--- config.mk ---
export PLATFORM = sky130hd
export DESIGN_NAME = ppc_cont_read
export DESIGN_NICKNAME = d
export VERILOG_FILES = /design/src/rtl/ppc_pkg.sv /design/src/rtl/ppc_loader.sv /design/src/rtl/ppc_cache.sv /design/src/rtl/ppc_ctrl.sv /design/src/rtl/ppc_cont_read.sv
export SDC_FILE = /design/constraint.sdc
export NUM_CORES = 1
export LEC_CHECK = 0
export BUFFER_PORTS_ARGS = -buffer_cell sky130_fd_sc_hd__buf_2
export CORE_ASPECT_RATIO = 0.7
export CORE_MARGIN = 2
export CORE_UTILIZATION = 68
export DETAILED_ROUTE_END_ITERATION = 10
export GPL_TIMING_DRIVEN = 0
export PLACE_DENSITY = 0.85
export SLEW_MARGIN = 20
export SYNTH_ARGS = -nofsm -noshare
export SYNTH_HDL_FRONTEND = slang
export SYNTH_SLANG_ARGS = --single-unit
--- constraint.sdc ---
create_clock -name clk -period 15.19 [get_ports clk]
set_clock_uncertainty 0.2 [all_clocks]
set_input_delay 1.519 -clock clk [delete_from_list [all_inputs] [get_ports clk]]
set_output_delay 1.519 -clock clk [all_outputs]
set_load 0.05 [all_outputs]
--- src/rtl/ppc_pkg.sv ---
package ppc_pkg;

   typedef enum logic [2:0] {
      S_IDLE   = 3'd0,
      S_NLOAD  = 3'd1,
      S_NOUT   = 3'd2,
      S_FLOAD  = 3'd3,
      S_STREAM = 3'd4,
      S_RECOV  = 3'd5
   } ppc_state_e;

   // Content of the array model: a pure function of page and column.
   function automatic logic [7:0] arr_byte(input int unsigned page, input int unsigned col);
      int unsigned v;
      v = page * 29 + col * 7 + 60;
      return v[7:0];
   endfunction

endpackage

--- src/rtl/ppc_loader.sv ---
// Array model plus load sequencer: waits LOAD_LAT cycles, then writes one
// byte per cycle into the chosen cache half.
module ppc_loader #(
   parameter int PAGE_TOTAL = 20,
   parameter int NUM_PAGES  = 16,
   parameter int LOAD_LAT   = 12,
   localparam int PA_W  = $clog2(NUM_PAGES),
   localparam int COL_W = $clog2(PAGE_TOTAL),
   localparam int LAT_W = $clog2(LOAD_LAT + 1)
) (
   input  logic             clk,
   input  logic             rst_n,
   input  logic             start,
   input  logic [PA_W-1:0]  start_page,
   input  logic             start_half,
   input  logic             abort,
   output logic             busy,
   output logic             wr_en,
   output logic             wr_half,
   output logic [COL_W-1:0] wr_col,
   output logic [7:0]       wr_data,
   output logic             done
);
   localparam logic [COL_W-1:0] LAST_COL = COL_W'(PAGE_TOTAL - 1);

   logic             busy_q, xfer_q;
   logic [LAT_W-1:0] lat_q;
   logic [COL_W-1:0] col_q;
   logic [PA_W-1:0]  page_q;
   logic             half_q;

   always_ff @(posedge clk or negedge rst_n) begin
      if (!rst_n) begin
         busy_q <= 1'b0;
         xfer_q <= 1'b0;
         lat_q  <= '0;
         col_q  <= '0;
         page_q <= '0;
         half_q <= 1'b0;
      end else if (abort) begin
         busy_q <= 1'b0;
         xfer_q <= 1'b0;
      end else if (start && !busy_q) begin
         busy_q <= 1'b1;
         xfer_q <= 1'b0;
         lat_q  <= LAT_W'(LOAD_LAT - 1);
         col_q  <= '0;
         page_q <= start_page;
         half_q <= start_half;
      end else if (busy_q && !xfer_q) begin
         if (lat_q == '0) xfer_q <= 1'b1;
         else             lat_q  <= lat_q - 1'b1;
      end else if (xfer_q) begin
         if (col_q == LAST_COL) begin
            busy_q <= 1'b0;
            xfer_q <= 1'b0;
         end else begin
            col_q <= col_q + 1'b1;
         end
      end
   end

   assign busy    = busy_q;
   assign wr_en   = xfer_q;
   assign wr_half = half_q;
   assign wr_col  = col_q;
   assign wr_data = ppc_pkg::arr_byte(32'(page_q), 32'(col_q));
   assign done    = xfer_q && (col_q == LAST_COL);

endmodule

--- src/rtl/ppc_cache.sv ---
// Two page-sized halves, one write port, one registered read port.
module ppc_cache #(
   parameter int PAGE_TOTAL = 20,
   localparam int COL_W = $clog2(PAGE_TOTAL)
) (
   input  logic             clk,
   input  logic             wr_en,
   input  logic             wr_half,
   input  logic [COL_W-1:0] wr_col,
   input  logic [7:0]       wr_data,
   input  logic             rd_en,
   input  logic             rd_half,
   input  logic [COL_W-1:0] rd_col,
   output logic [7:0]       rd_data
);
   logic sel_q;

   for (genvar h = 0; h < 2; h++) begin : g_half
      logic [7:0] mem [PAGE_TOTAL];
      logic [7:0] q;
      always_ff @(posedge clk) begin
         if (wr_en && (wr_half == 1'(h))) mem[wr_col] <= wr_data;
         if (rd_en && (rd_half == 1'(h))) q <= mem[rd_col];
      end
   end

   always_ff @(posedge clk) begin
      if (rd_en) sel_q <= rd_half;
   end

   assign rd_data = sel_q ? g_half[1].q : g_half[0].q;

endmodule

--- src/rtl/ppc_ctrl.sv ---
// Command, streaming and recovery control.
module ppc_ctrl
   import ppc_pkg::*;
#(
   parameter int PAGE_BYTES    = 16,
   parameter int PAGE_TOTAL    = 20,
   parameter int NUM_PAGES     = 16,
   parameter int PAGES_PER_BLK = 4,
   parameter int RECOV_CYC     = 16,
   localparam int PA_W   = $clog2(NUM_PAGES),
   localparam int COL_W  = $clog2(PAGE_TOTAL),
   localparam int BLK_W  = $clog2(PAGES_PER_BLK),
   localparam int LEFT_W = BLK_W + 1,
   localparam int RC_W   = (RECOV_CYC > 1) ? $clog2(RECOV_CYC) : 1
) (
   input  logic             clk,
   input  logic             rst_n,
   input  logic             cs_n,
   input  logic             cmd_valid,
   input  logic [PA_W-1:0]  cmd_page,
   input  logic [COL_W-1:0] cmd_col,
   input  logic             cfg_we,
   input  logic             cfg_cont,
   input  logic             rd_req,
   input  logic             ld_busy,
   input  logic             ld_done,
   input  logic             ld_wr_half,
   output logic             ld_start,
   output logic [PA_W-1:0]  ld_page,
   output logic             ld_half,
   output logic             ld_abort,
   output logic             rd_en,
   output logic             rd_half,
   output logic [COL_W-1:0] rd_col,
   output logic             rd_valid,
   output logic             busy,
   output ppc_state_e       state,
   output logic [PA_W-1:0]  base_page
);
   localparam logic [COL_W-1:0]  MAIN_LAST   = COL_W'(PAGE_BYTES - 1);
   localparam logic [COL_W-1:0]  TOTAL_LAST  = COL_W'(PAGE_TOTAL - 1);
   localparam logic [LEFT_W-1:0] LAST_IN_BLK = LEFT_W'(PAGES_PER_BLK - 1);
   localparam logic              HAS_RECOV   = (RECOV_CYC > 0);
   localparam logic [RC_W-1:0]   RC_LOAD     = RC_W'((RECOV_CYC > 0) ? RECOV_CYC - 1 : 0);

   ppc_state_e        st_q;
   logic              cont_en_q;
   logic [1:0]        full_q, full_d;
   logic              act_q;
   logic [COL_W-1:0]  ptr_q;
   logic              ndone_q;
   logic [PA_W-1:0]   nxt_q, base_q;
   logic [LEFT_W-1:0] left_q;
   logic [RC_W-1:0]   rcnt_q;
   logic              rd_valid_q;

   logic in_cont, term_cs, term_cfg, accept, n_issue, c_issue, issue;
   logic page_end;

   assign in_cont  = (st_q == S_FLOAD) || (st_q == S_STREAM);
   assign term_cs  = in_cont && cs_n;
   assign term_cfg = in_cont && !cs_n && cfg_we && !cfg_cont;
   assign accept   = (st_q == S_IDLE) && !cs_n && cmd_valid;
   assign n_issue  = (st_q == S_NOUT) && !cs_n && rd_req && !ndone_q;
   assign c_issue  = (st_q == S_STREAM) && !cs_n && !term_cfg && rd_req && full_q[act_q];
   assign issue    = n_issue || c_issue;
   assign page_end = c_issue && (ptr_q == MAIN_LAST);

   // Fetch the next page into the idle half whenever it is empty.
   assign ld_start = accept ||
                     ((st_q == S_STREAM) && !cs_n && !term_cfg && !ld_busy &&
                      (left_q != '0) && !full_q[~act_q]);
   assign ld_page  = accept ? cmd_page : nxt_q;
   assign ld_half  = accept ? 1'b0 : ~act_q;
   assign ld_abort = term_cs || term_cfg ||
                     (cs_n && ((st_q == S_NLOAD) || (st_q == S_NOUT)));

   always_comb begin
      full_d = full_q;
      if (ld_done)  full_d[ld_wr_half] = 1'b1;
      if (page_end) full_d[act_q]      = 1'b0;
   end

   always_ff @(posedge clk or negedge rst_n) begin
      if (!rst_n) begin
         st_q       <= S_IDLE;
         cont_en_q  <= 1'b0;
         full_q     <= '0;
         act_q      <= 1'b0;
         ptr_q      <= '0;
         ndone_q    <= 1'b0;
         nxt_q      <= '0;
         base_q     <= '0;
         left_q     <= '0;
         rcnt_q     <= '0;
         rd_valid_q <= 1'b0;
      end else begin
         if (cfg_we) cont_en_q <= cfg_cont;
         rd_valid_q <= issue;
         unique case (st_q)
            S_IDLE: if (accept) begin
               base_q  <= cmd_page;
               nxt_q   <= cmd_page + 1'b1;
               left_q  <= cont_en_q ? (LAST_IN_BLK - LEFT_W'(cmd_page[BLK_W-1:0])) : '0;
               full_q  <= '0;
               act_q   <= 1'b0;
               ptr_q   <= cont_en_q ? '0 : cmd_col;
               ndone_q <= 1'b0;
               st_q    <= cont_en_q ? S_FLOAD : S_NLOAD;
            end
            S_NLOAD: begin
               if (cs_n)         st_q <= S_IDLE;
               else if (ld_done) st_q <= S_NOUT;
            end
            S_NOUT: begin
               if (cs_n) st_q <= S_IDLE;
               else if (n_issue) begin
                  if (ptr_q == TOTAL_LAST) ndone_q <= 1'b1;
                  else                     ptr_q   <= ptr_q + 1'b1;
               end
            end
            S_FLOAD, S_STREAM: begin
               if (term_cs) begin
                  full_q <= '0;
                  rcnt_q <= RC_LOAD;
                  st_q   <= HAS_RECOV ? S_RECOV : S_IDLE;
               end else if (term_cfg) begin
                  full_q <= '0;
                  st_q   <= S_IDLE;
               end else begin
                  full_q <= full_d;
                  if ((st_q == S_FLOAD) && ld_done) st_q <= S_STREAM;
                  if ((st_q == S_STREAM) && ld_start) begin
                     nxt_q  <= nxt_q + 1'b1;
                     left_q <= left_q - 1'b1;
                  end
                  if (c_issue) begin
                     if (page_end) begin
                        ptr_q <= '0;
                        act_q <= ~act_q;
                     end else begin
                        ptr_q <= ptr_q + 1'b1;
                     end
                  end
               end
            end
            S_RECOV: begin
               if (rcnt_q == '0) st_q   <= S_IDLE;
               else              rcnt_q <= rcnt_q - 1'b1;
            end
            default: st_q <= S_IDLE;
         endcase
      end
   end

   assign rd_en     = issue;
   assign rd_half   = (st_q == S_STREAM) ? act_q : 1'b0;
   assign rd_col    = ptr_q;
   assign rd_valid  = rd_valid_q;
   assign busy      = (st_q == S_NLOAD) || (st_q == S_FLOAD) || (st_q == S_RECOV);
   assign state     = st_q;
   assign base_page = base_q;

endmodule

--- src/rtl/ppc_cont_read.sv ---
module ppc_cont_read
   import ppc_pkg::*;
#(
   parameter int PAGE_BYTES    = 16,
   parameter int SPARE_BYTES   = 4,
   parameter int NUM_PAGES     = 16,
   parameter int PAGES_PER_BLK = 4,
   parameter int LOAD_LAT      = 12,
   parameter int RECOV_CYC     = 16,
   localparam int PAGE_TOTAL = PAGE_BYTES + SPARE_BYTES,
   localparam int PA_W       = $clog2(NUM_PAGES),
   localparam int COL_W      = $clog2(PAGE_TOTAL),
   localparam int BLK_W      = $clog2(PAGES_PER_BLK)
) (
   input  logic             clk,
   input  logic             rst_n,
   input  logic             cs_n,
   input  logic             cmd_valid,
   input  logic [PA_W-1:0]  cmd_page,
   input  logic [COL_W-1:0] cmd_col,
   input  logic             cfg_we,
   input  logic             cfg_cont,
   input  logic             rd_req,
   output logic [7:0]       rd_data,
   output logic             rd_valid,
   output logic             busy
);
   // Elaboration-time parameter checks
   if (PAGE_BYTES % 4 != 0) begin : g_bad_page
      $error("PAGE_BYTES must be a multiple of 4");
   end
   if (PAGES_PER_BLK < 2 || (1 << BLK_W) != PAGES_PER_BLK) begin : g_bad_blk
      $error("PAGES_PER_BLK must be a power of two, at least 2");
   end
   if ((1 << PA_W) != NUM_PAGES || NUM_PAGES % PAGES_PER_BLK != 0) begin : g_bad_pages
      $error("NUM_PAGES must be a power of two holding whole erase blocks");
   end
   if (LOAD_LAT < 1) begin : g_bad_lat
      $error("LOAD_LAT must be at least 1");
   end

   logic             ld_start, ld_half, ld_abort, ld_busy, ld_done;
   logic [PA_W-1:0]  ld_page, base_page;
   logic             ld_wr_en, ld_wr_half;
   logic [COL_W-1:0] ld_wr_col;
   logic [7:0]       ld_wr_data;
   logic             rd_en, rd_half;
   logic [COL_W-1:0] rd_col;
   ppc_state_e       st;

   ppc_ctrl #(
      .PAGE_BYTES(PAGE_BYTES), .PAGE_TOTAL(PAGE_TOTAL), .NUM_PAGES(NUM_PAGES),
      .PAGES_PER_BLK(PAGES_PER_BLK), .RECOV_CYC(RECOV_CYC)
   ) u_ctrl (
      .clk(clk), .rst_n(rst_n), .cs_n(cs_n), .cmd_valid(cmd_valid),
      .cmd_page(cmd_page), .cmd_col(cmd_col), .cfg_we(cfg_we), .cfg_cont(cfg_cont),
      .rd_req(rd_req), .ld_busy(ld_busy), .ld_done(ld_done), .ld_wr_half(ld_wr_half),
      .ld_start(ld_start), .ld_page(ld_page), .ld_half(ld_half), .ld_abort(ld_abort),
      .rd_en(rd_en), .rd_half(rd_half), .rd_col(rd_col), .rd_valid(rd_valid),
      .busy(busy), .state(st), .base_page(base_page)
   );

   ppc_loader #(
      .PAGE_TOTAL(PAGE_TOTAL), .NUM_PAGES(NUM_PAGES), .LOAD_LAT(LOAD_LAT)
   ) u_loader (
      .clk(clk), .rst_n(rst_n), .start(ld_start), .start_page(ld_page),
      .start_half(ld_half), .abort(ld_abort), .busy(ld_busy), .wr_en(ld_wr_en),
      .wr_half(ld_wr_half), .wr_col(ld_wr_col), .wr_data(ld_wr_data), .done(ld_done)
   );

   ppc_cache #(.PAGE_TOTAL(PAGE_TOTAL)) u_cache (
      .clk(clk), .wr_en(ld_wr_en), .wr_half(ld_wr_half), .wr_col(ld_wr_col),
      .wr_data(ld_wr_data), .rd_en(rd_en), .rd_half(rd_half), .rd_col(rd_col),
      .rd_data(rd_data)
   );

endmodule

==> results of run 1 <==
[cells by family (layout without fill, tap and decap cells)]
kind of cell,count (synthesis),count (layout),share of synthesized area (%)
compound gates,112,112,5.024
xor+xnor,13,13,0.6947
fa+ha+maj,52,52,4.565
buf+inv,79,170,2.015
flops,378,378,68.01
mux,121,121,13.75
simple gates,191,191,5.947
[metal layers]
metal / global-route usage (%) / part of all wire [%]
met1: 46.37 / 39
met2: 46.87 / 46
met3: 7.038 / 12
met4: 8.355 / 2.6
met5: 0 / 0
[path summary, 6_finish.rpt]
check | slack, ns | cells past startpoint | endpoint | startpoint
max in group asynchronous | 13.26 | 1 | u_ctrl.ndone_q | rst_n
min in group asynchronous | 0.94 | 1 | u_loader.page_q[1] | rst_n
worst min-delay path | 0.31 | 1 | u_loader.lat_q[0] | u_loader.lat_q[0]
worst min register to register | 0.31 | 1 | u_loader.lat_q[0] | u_loader.lat_q[0]
worst max register to register | 10.40 | 13 | u_cache.g_half[0].mem[4][7] | u_loader.wr_col[2]
worst max-delay path | 10.40 | 13 | u_cache.g_half[0].mem[4][7] | u_loader.wr_col[2]
[cells in the mapped netlist, types with 7 or more instances]
cell type	count
inv_1	37
nor2_1	80
fa_1	13
o21ai_0	10
mux4_2	80
nor2b_1	20
nand3_1	13
buf_2	15
mux2i_1	8
dfrtp_1	41
edfxtp_1	337
o22ai_1	16
nor3_1	7
xnor2_1	10
clkbuf_1	18
a21oi_1	20
a211oi_1	18
mux2_2	33
nand2_1	31
ha_1	39
[critical path, cell delays in order, from the launching register on]
cell	delay [ns]
dfrtp_1	0.51
inv_1	0.23
ha_1	0.34
inv_1	0.07
fa_1	0.42
fa_1	0.51
fa_1	0.44
ha_1	0.44
a31o_2	0.27
a21o_1	0.14
a21oi_1	0.10
xnor2_2	0.56
buf_6	0.24
buf_8	0.16
[final cells by class]
cell class	count	area, sq um
inverter	39	146.4
clock inverter	16	186.4
multi-input combinational	489	4976
fill	1268	5455
tap	318	397.9
timing repair buffer	31	229.0
sequential	378	11150
clock buffer	44	919.6
buffer	40	183.9
[through the flow]
step	std cells	utilization, %	instance area (sq um)	hold WS (ns)	setup slack (ns)
2_1_floorplan	946	-	16390	0.2672	10.44
3_3_place_gp	1289	71.54	16910	0.2949	9.137
3_5_place_dp	1295	72.25	17080	0.3008	10.45
4_1_cts	1355	76.92	18180	0.3093	10.41
5_1_grt	1355	76.92	18180	0.3324	10.24
6_report	1355	76.92	18180	0.3096	10.40
[state kept, by name, summed over array words and instances, names as in the netlist]
register	count
u_cache.g_half.mem	320
u_cache.g_half.q	16
u_ctrl.rd_col	5
u_loader.wr_col	5
u_ctrl.nxt_q	4
u_ctrl.rcnt_q	4
u_loader.lat_q	4
u_loader.page_q	4
u_ctrl.left_q	3
u_ctrl.state	3
u_ctrl.full_q	2
u_cache.sel_q	1
u_ctrl.act_q	1
u_ctrl.cont_en_q	1
u_ctrl.ndone_q	1
u_ctrl.rd_valid	1
u_loader.busy	1
u_loader.wr_en	1
u_loader.wr_half	1
==> PnR_summary.wiki, run 1 <==
{| class="wikitable"
! Metric !! Value
|-
| Status || finished clean
|-
| I/O Pins || 26
|-
| Clock tree from TritonCTS || done
|-
| Final Hold Viols || 0
|-
| Total of endpoints with negative setup slack in the final report || 0
|-
| Post-synthesis cell type with the largest combined area || edfxtp_1
|-
| Synthesized instance count || 946
|-
| Global-route wire length before repair || 56,500 um
|-
| TritonCTS buffer count || 35
|-
| Wire length reported by the detailed router || 37,010 um
|-
| Last weighted congestion value of the routability-driven placer || 0.8902
|-
| #FFs+latches synth || ~380
|-
| Diodes inserted || 0
|-
| Final critical path time including I/O delays and setup || between 4 and 5 ns
|-
| Hold WC Path Type || flip-flop to flip-flop
|-
| Max-cap violations || 0
|-
| Largest buffer count on any clock path || 3
|-
| Final period util || 31.56%
|-
| Number of warnings reported in the yosys synthesis log || 0
|-
| Starting density of the core || 69.33%
|-
| Leading cell type in the layout, fill and taps excluded || edfxtp_1
|-
| Height of the die || 133.9 um
|-
| Number of vias in the routed layout || slightly above 9,000
|-
| Post-DRT Antenna Nets || 0
|-
| Remaining routing DRC violations || 0
|-
| Setup Crit Path Kind || flip-flop to flip-flop
|-
| Relative area change from synthesis to final layout || 10.95%
|-
| DRC violation total after the first TritonRoute iteration || 1,367
|-
| Syn avg cell area || 17.33 sq um
|-
| Syn nets || 1,014
|-
| Buffers on Ports || 25
|-
| Post-layout net count || 1,082
|-
| DP HPWL || ~25,000 um
|-
| Top flip-flop cell by instance count after synthesis || edfxtp_1
|-
| Async S/R FF share, synth || 10.85%
|-
| Achievable frequency || ~210 MHz
|-
| Avg WL per Cell || 27.32 um
|-
| RSZ-0062 raised after global routing || no
|-
| Netlist area before placement || 16,390 sq um
|-
| Post-CTS Repair Setup Buffers || 0
|-
| Length of the first detailed-routing pass in iterations || 5
|-
| Count of flip-flops with a built-in enable after synthesis || between 300 and 400
|-
| # H-tree levels || 2
|-
| Number of global-route vias before repair || ~9,200
|-
| Sequential-to-total area share from yosys stat || about two thirds
|-
| Pin count of the biggest net entering global routing || 42
|-
| Synth area leaders || edfxtp_1 62%, mux4_2 11%, dfrtp_1 6.3%
|-
| Core Box Area || approximately 24,000 sq um
|-
| Slew of the pin with the lowest slew margin || around 1.0 ns
|-
| Die Outline Area || 25,380 sq um
|-
| Element type at the critical path end || flip-flop
|-
| Largest fanout on the critical path || 18
|-
| Grt total ovfl || 0
|-
| Cell at the root of the clock tree || clkbuf_16
|-
| Sum Neg Setup Slack || 0 ns
|-
| Worst slew margin || roughly a third
|-
| Total global-route track usage || 30.82%
|-
| Clock sink count || 378
|-
| Hold-fix buffers at CTS || 0
|-
| Synth cell types || 69
|-
| Worst path required time || 15.34 ns
|-
| Max Slew Vio Count || 0
|-
| Horiz. Die Dim || about 190 um
|-
| Site row count || 47
|-
| Clock slew seen by the registers of the worst setup and hold paths || 0.06 ns
|-
| Type of element launching the critical path || flip-flop
|-
| Leading cell types in the layout, fill and taps excluded || 337 x edfxtp_1, 80 x mux4_2, 80 x nor2_1
|-
| Number of vias per cell || 6.782
|-
| Clock insertion delay at the later pin of the skew report || 0.51 ns
|-
| Share of the synthesized area in the top cell type || 61.75%
|-
| Initial antenna violation count || 0
|-
| Number of gates resized after cts || 0
|-
| Fraction of final layout cells with drive strength greater than 1 || between 20% and 30%
|-
| Arrival time of the worst setup path || 4.95 ns
|}
Power of run 1 is left out: the tool's default activity adds up to more than one toggle a clock period on the data nets, which glitch-free logic cannot reach.
==> run 2: changes to the inputs <==
ABC_AREA = 1   (was unset)
CORE_UTILIZATION = 57   (was 68)
PLACE_DENSITY = 0.76   (was 0.85)
clock period = 4.2 ns   (was 15.19 ns; I/O delays follow)
==> run 2 against run 1 <==
  * Sequential share of layout area fell by 3.6 points
  * Final area up 6.2%
  * Via count grew 34%
  * Count of clock-buffer cells in the layout up 6
  * Worst hold slack got worse by 0.29 ns
  * Fmax increased by 17%
  * Die area is 23% higher
==> PnR_summary.wiki, run 2 <==
{| class="wikitable"
! Metric !! Value
|-
| Status || finished clean
|-
| Type of element launching the critical path || flip-flop
|-
| Fraction of final layout cells with drive strength greater than 1 || 12.48%
|-
| Syn nets || 1,603
|-
| I/O Pins || 26
|-
| Buffers on Ports || 25
|-
| Synthesized instance count || 1,535
|-
| Flip-flop count of the largest register after layout || 320
|-
| Element type at the critical path end || flip-flop
|-
| Site row count || 52
|-
| Leading cell type in the layout, fill and taps excluded || edfxtp_1
|-
| Total global-route track usage || just under 30%
|-
| DRC violation total after the first TritonRoute iteration || 1,723
|-
| Cell at the root of the clock tree || clkbuf_16
|-
| Async S/R FF share, synth || a little over a tenth
|-
| Tightest hold margin || 0.02295 ns
|-
| Number of warnings reported in the yosys synthesis log || 0
|-
| Count of flip-flops with a built-in enable after synthesis || 337
|-
| Most frequent cell after synthesis || edfxtp_1
|-
| Grt total ovfl || 0
|-
| Sequential-to-total area share from yosys stat || 65.41%
|-
| Global-route wire length before repair || 67,460 um
|-
| Achievable frequency || between 200 and 250 MHz
|-
| Slew of the pin with the lowest slew margin || just under 1 ns
|-
| Remaining routing DRC violations || 0
|-
| Horiz. Die Dim || 210.7 um
|-
| Share of the synthesized area in the top cell type || 59.39%
|-
| Non-filler instance count after layout || 2,029
|-
| Last weighted congestion value of the routability-driven placer || 0.9247
|-
| Max-cap violations || 0
|-
| Netlist area before placement || 17,040 sq um
|-
| Synth area leaders || edfxtp_1 59%, nor2_1 6.7%, dfrtp_1 6.0%
|-
| Post-DRT Antenna Nets || 0
|-
| DP HPWL || 30,250 um
|-
| Syn avg cell area || 11.10 sq um
|-
| Initial antenna violation count || 0
|-
| Placed cell area || between 15,000 and 20,000 sq um
|-
| Synth cell types || 44
|-
| Total of endpoints with negative setup slack in the final report || 0
|-
| Clock insertion delay at the later pin of the skew report || 0.55 ns
|-
| Setup Crit Path Kind || flip-flop to flip-flop
|-
| Number of vias per cell || 6.071
|-
| Final period util || 97.87%
|-
| Top flip-flop cell by instance count after synthesis || edfxtp_1
|-
| Worst slew margin || between 30% and 40%
|-
| Wire length reported by the detailed router || 45,810 um
|-
| # H-tree levels || 2
|-
| Arrival time of the worst setup path || roughly 4.2 ns
|-
| Clock slew seen by the registers of the worst setup and hold paths || 0.07 ns
|-
| Post-synthesis cell type with the largest combined area || edfxtp_1
|-
| Starting density of the core || 58.46%
|-
| Final Hold Viols || 0
|-
| Leading cell types in the layout, fill and taps excluded || 337 x edfxtp_1, 303 x nor2_1, 181 x nand2_1
|-
| Biggest registers after layout || u_cache.g_half.mem (320), u_cache.g_half.q (16)
|-
| Sum Neg Setup Slack || 0 ns
|-
| Height of the die || 148.7 um
|-
| Number of global-route vias before repair || 11,399
|-
| Avg WL per Cell || 22.58 um
|-
| Length of the first detailed-routing pass in iterations || 7
|-
| Die Outline Area || 31,310 sq um
|-
| Clock tree from TritonCTS || done
|-
| Register ranked first by flip-flop count || u_cache.g_half.mem
|-
| Largest fanout on the critical path || 6
|-
| Number of cells after detailed placement || 1,942
|-
| Final critical path time including I/O delays and setup || 4.110 ns
|-
| Relative area change from synthesis to final layout || 13.39%
|-
| Finished layout cell area || around 19,000 sq um
|-
| Hold WC Path Type || input port to flip-flop
|-
| Post-layout net count || roughly 1,700
|-
| Core Box Area || 29,150 sq um
|-
| Max Slew Vio Count || 0
|-
| Worst path required time || 4.25 ns
|-
| Pin count of the biggest net entering global routing || 42
|-
| Largest buffer count on any clock path || 3
|-
| #FFs+latches synth || about 380
|-
| Ranking of synthesized cells by instance count || 337 x edfxtp_1, 303 x nor2_1, 184 x nand2_1
|-
| Clock sink count || 378
|-
| Number of vias in the routed layout || ~12,000
|-
| TritonCTS buffer count || 37
|}
-- run 2: cell types whose count changed after synthesis, sizes merged, moves of 62 or more --
cell | previous run | this run
nand3 | 13 | 108
mux4 | 80 | 0
nor2 | 80 | 309
inv | 37 | 99
o21ai | 11 | 180
nand2 | 31 | 195
-- run 2: final timing paths --
kind | depth (start not counted) | from | slack (ns) | end
setup / recovery | 16 | u_loader.wr_col[3] | 0.09 | u_cache.g_half[1].mem[4][7]
hold reg to reg | 2 | u_ctrl.rcnt_q[2] | 0.29 | u_ctrl.rcnt_q[2]
setup reg to reg | 16 | u_loader.wr_col[3] | 0.09 | u_cache.g_half[1].mem[4][7]
min in group asynchronous | 2 | rst_n | 0.37 | u_ctrl.nxt_q[1]
hold / removal | 5 | cmd_col[2] | 0.02 | u_ctrl.rd_col[2]
max in group asynchronous | 2 | rst_n | 2.77 | u_loader.wr_col[4]
-- run 2: final cells by class --
cell class                 count  area [sq um]
antenna                        1         2.502
tap                          378         473.0
inverter                     101         385.4
fill                        2146          9828
buffer                        75         350.3
clock inverter                17         138.9
timing repair buffer          44         382.9
clock buffer                  50          1037
sequential                   378         11150
multi-input combinational    985          5400
-- run 2: repair_timing --
action,CTS,global route
pin swaps,2,4
hold buffers,2,0
setup buffers,8,5
gates cloned,1,4
setup endpoints to repair,200,40
gates resized for setup,13,12
hold endpoints to repair,42,0
-- run 2: critical path: stages (launching register included) --
cell and delay (ns):
dfrtp_2 0.47, inv_4 0.13, ha_4 0.21, fa_1 0.50
inv_1 0.05, fa_1 0.47, inv_1 0.05, fa_1 0.48
inv_1 0.06, ha_4 0.31, nand2_1 0.09, nor2_1 0.14
a211oi_2 0.06, nand2_2 0.12, inv_1 0.11, nand2_8 0.21
nand2_8 0.13
-- run 2: kinds of logic after synthesis --
| group | Yosys count | share of synthesized area, % |
|---|---|---|
| AOI/OAI and AO/OA | 271 | 8.650 |
| and+or+nand+nor | 635 | 15.99 |
| DFF | 378 | 65.41 |
| adders and majority gates | 52 | 4.391 |
| buffers and inverters | 177 | 4.303 |
| xor gates and xnor gates | 14 | 0.7196 |
| muxes | 8 | 0.5287 |
-- run 2: stage by stage --
stage	worst slack, ns	util, %
floorplan	-0.09046	-
global placement	-1.544	60.59
detailed placement	-0.9812	61.10
CTS	0.02747	65.70
global route	-0.02923	66.27
finish	0.08954	66.28
-- run 2: routing by layer --
layer	part of all wire (%)	track usage, %
met1	41	44.55
met5	0	0
met4	3.0	8.521
met3	13	6.250
met2	43	43.70
Power of run 2 is left out for the same reason.
==> run 3: changes to the inputs <==
HOLD_SLACK_MARGIN = 0.1   (was unset)
==> run 3 against run 2 <==
  * Count of clock-buffer cells in the layout did not move
  * Sequential share of layout area down 0.23 points
  * Core utilization is 0.27 points higher
  * Non-clock buffer count up 8
  * Via count down 0.44%
  * Register-to-register slack hardly changed
  * Critical path depth unchanged
  * Fmax barely moved
  * Global-route usage hardly changed
  * Routed wire length grew 0.23%
  * Critical path type unchanged
  * Largest cell class unchanged
  * Highest routed layer unchanged
==> PnR_summary.wiki, run 3 (same netlist as run 2, synthesis figures left out) <==
{| class="wikitable"
! Metric !! Value
|-
| Finished layout cell area || 19,400 sq um
|-
| Length of the first detailed-routing pass in iterations || 9
|-
| Diodes inserted || 0
|-
| Clock sink count || 378
|-
| Arrival time of the worst setup path || 4.17 ns
|-
| Type of element launching the critical path || flip-flop
|-
| Max Slew Vio Count || 0
|-
| Slew of the pin with the lowest slew margin || 0.9736 ns
|-
| Place WS || -0.9812 ns
|-
| Clock slew seen by the registers of the worst setup and hold paths || 0.07 ns
|-
| Post-layout net count || 1,698
|-
| Total global-route track usage || between 20% and 30%
|-
| Biggest registers after layout || u_cache.g_half.mem (320), u_cache.g_half.q (16)
|-
| Initial antenna violation count || 0
|-
| Tightest hold margin || 0.1254 ns
|-
| Last weighted congestion value of the routability-driven placer || slightly above 0.9
|-
| TritonCTS buffer count || 37
|-
| Total of endpoints with negative setup slack in the final report || 0
|-
| Largest buffer count on any clock path || 3
|-
| I/O Pins || 26
|-
| DRC violation total after the first TritonRoute iteration || 1,736
|-
| Register ranked first by flip-flop count || u_cache.g_half.mem
|-
| Die Outline Area || about 31,000 sq um
|-
| Achievable frequency || ~240 MHz
|-
| Number of vias per cell || 6.024
|-
| Final critical path time including I/O delays and setup || 4.113 ns
|-
| Buffers on Ports || 25
|-
| Worst slew margin || 34.96%
|-
| Grt total ovfl || 0
|-
| Remaining routing DRC violations || 0
|-
| Start point of the critical path || u_loader.wr_col[3]
|-
| Core Box Area || 29,150 sq um
|-
| Hold WC Path Type || input port to flip-flop
|-
| Final period util || 97.94%
|-
| Worst path required time || 4.25 ns
|-
| Flip-flop count of the largest register after layout || 320
|-
| Final core utilization || about two thirds
|-
| Status || finished clean
|-
| Placed cell area || 17,810 sq um
|-
| Height of the die || 148.7 um
|-
| Number of global-route vias before repair || 11,424
|-
| Avg WL per Cell || between 20 and 25 um
|-
| Starting density of the core || 58.46%
|-
| Relative area change from synthesis to final layout || 13.84%
|-
| Largest fanout on the critical path || 6
|-
| Leading cell type in the layout, fill and taps excluded || edfxtp_1
|-
| Setup Crit Path Kind || flip-flop to flip-flop
|-
| Fraction of final layout cells with drive strength greater than 1 || 12.42%
|-
| Number of vias in the routed layout || 12,265
|-
| # H-tree levels || 2
|-
| Clock insertion delay at the later pin of the skew report || 0.55 ns
|-
| Origin of the critical flop-to-flop path || u_loader.wr_col[3]
|-
| DP HPWL || 30,250 um
|-
| Min-Delay Startpoint || cs_n
|-
| Leading cell types in the layout, fill and taps excluded || 337 x edfxtp_1, 303 x nor2_1, 181 x nand2_1
|-
| Post-DRT Antenna Nets || 0
|-
| Max-cap violations || 0
|-
| Wire length reported by the detailed router || 45,920 um
|-
| Final Hold Viols || 0
|-
| Pin count of the biggest net entering global routing || 42
|-
| Global-route wire length before repair || 67,570 um
|-
| Horiz. Die Dim || ~210 um
|-
| Element type at the critical path end || flip-flop
|-
| Site row count || 52
|-
| Setup slack of the critical path after layout || between 0.08 and 0.09 ns
|-
| Cell at the root of the clock tree || clkbuf_16
|-
| Clock tree from TritonCTS || done
|}
[run 3: cell count changes in the layout (fill, tap and decap cells not counted)]
cell,delta
dlygate4sd3_1,+8
diode_2,-1
[run 3: layer usage]
layer	global-route usage, %	vias up	part of all wire [%]
met1	44.59	5865	41
met4	8.662	0	2.9
li1	-	5524	-
met5	0	-	0
met3	6.229	110	13
met2	43.76	766	43
[run 3: worst paths after layout]
path	end	slack (ns)	cells after the start
setup / recovery	u_cache.g_half[1].mem[4][7]	0.09	16
hold / removal	u_ctrl.rcnt_q[2]	0.13	3
setup reg to reg	u_cache.g_half[1].mem[4][7]	0.09	16
hold reg to reg	u_ctrl.rcnt_q[2]	0.29	2
max in group asynchronous	u_loader.wr_col[4]	2.78	2
min in group asynchronous	u_ctrl.nxt_q[1]	0.37	2
[run 3: worst max-delay path: stages, from the launching register on]
cell and delay, ns:
dfrtp_2 0.47, inv_4 0.13, ha_4 0.21, fa_1 0.50, inv_1 0.05, fa_1 0.47, inv_1 0.05, fa_1 0.48
inv_1 0.06, ha_4 0.31, nand2_1 0.09, nor2_1 0.14, a211oi_2 0.06, nand2_2 0.12, inv_1 0.11, nand2_8 0.21
nand2_8 0.13
[run 3: layout make-up]
cell class / instances / area, sq um
buffer: 75 / 350.3
multi-input combinational: 985 / 5400
clock buffer: 50 / 1037
sequential: 378 / 11150
fill: 2135 / 9751
clock inverter: 17 / 138.9
timing repair buffer: 52 / 462.9
inverter: 101 / 385.4
tap: 378 / 473.0
[run 3: metrics by stage]
stage | instances | setup TNS [ns]
after floorplan | 1535 | -5.797
after global placement | 1938 | -228.78
after detailed placement | 1942 | -103.48
after CTS | 2027 | 0
after global routing | 2036 | -0.4303
final | 2036 | 0
[run 3: repair_timing]
action,CTS,global route
pin swaps,2,4
endpoints found under the setup margin,200,40
endpoints found under the hold margin,49,0
gates resized for setup,13,12
cloned,1,4
hold buffers,10,0
buffers inserted,8,5
Power of run 3 is left out for the same reason.
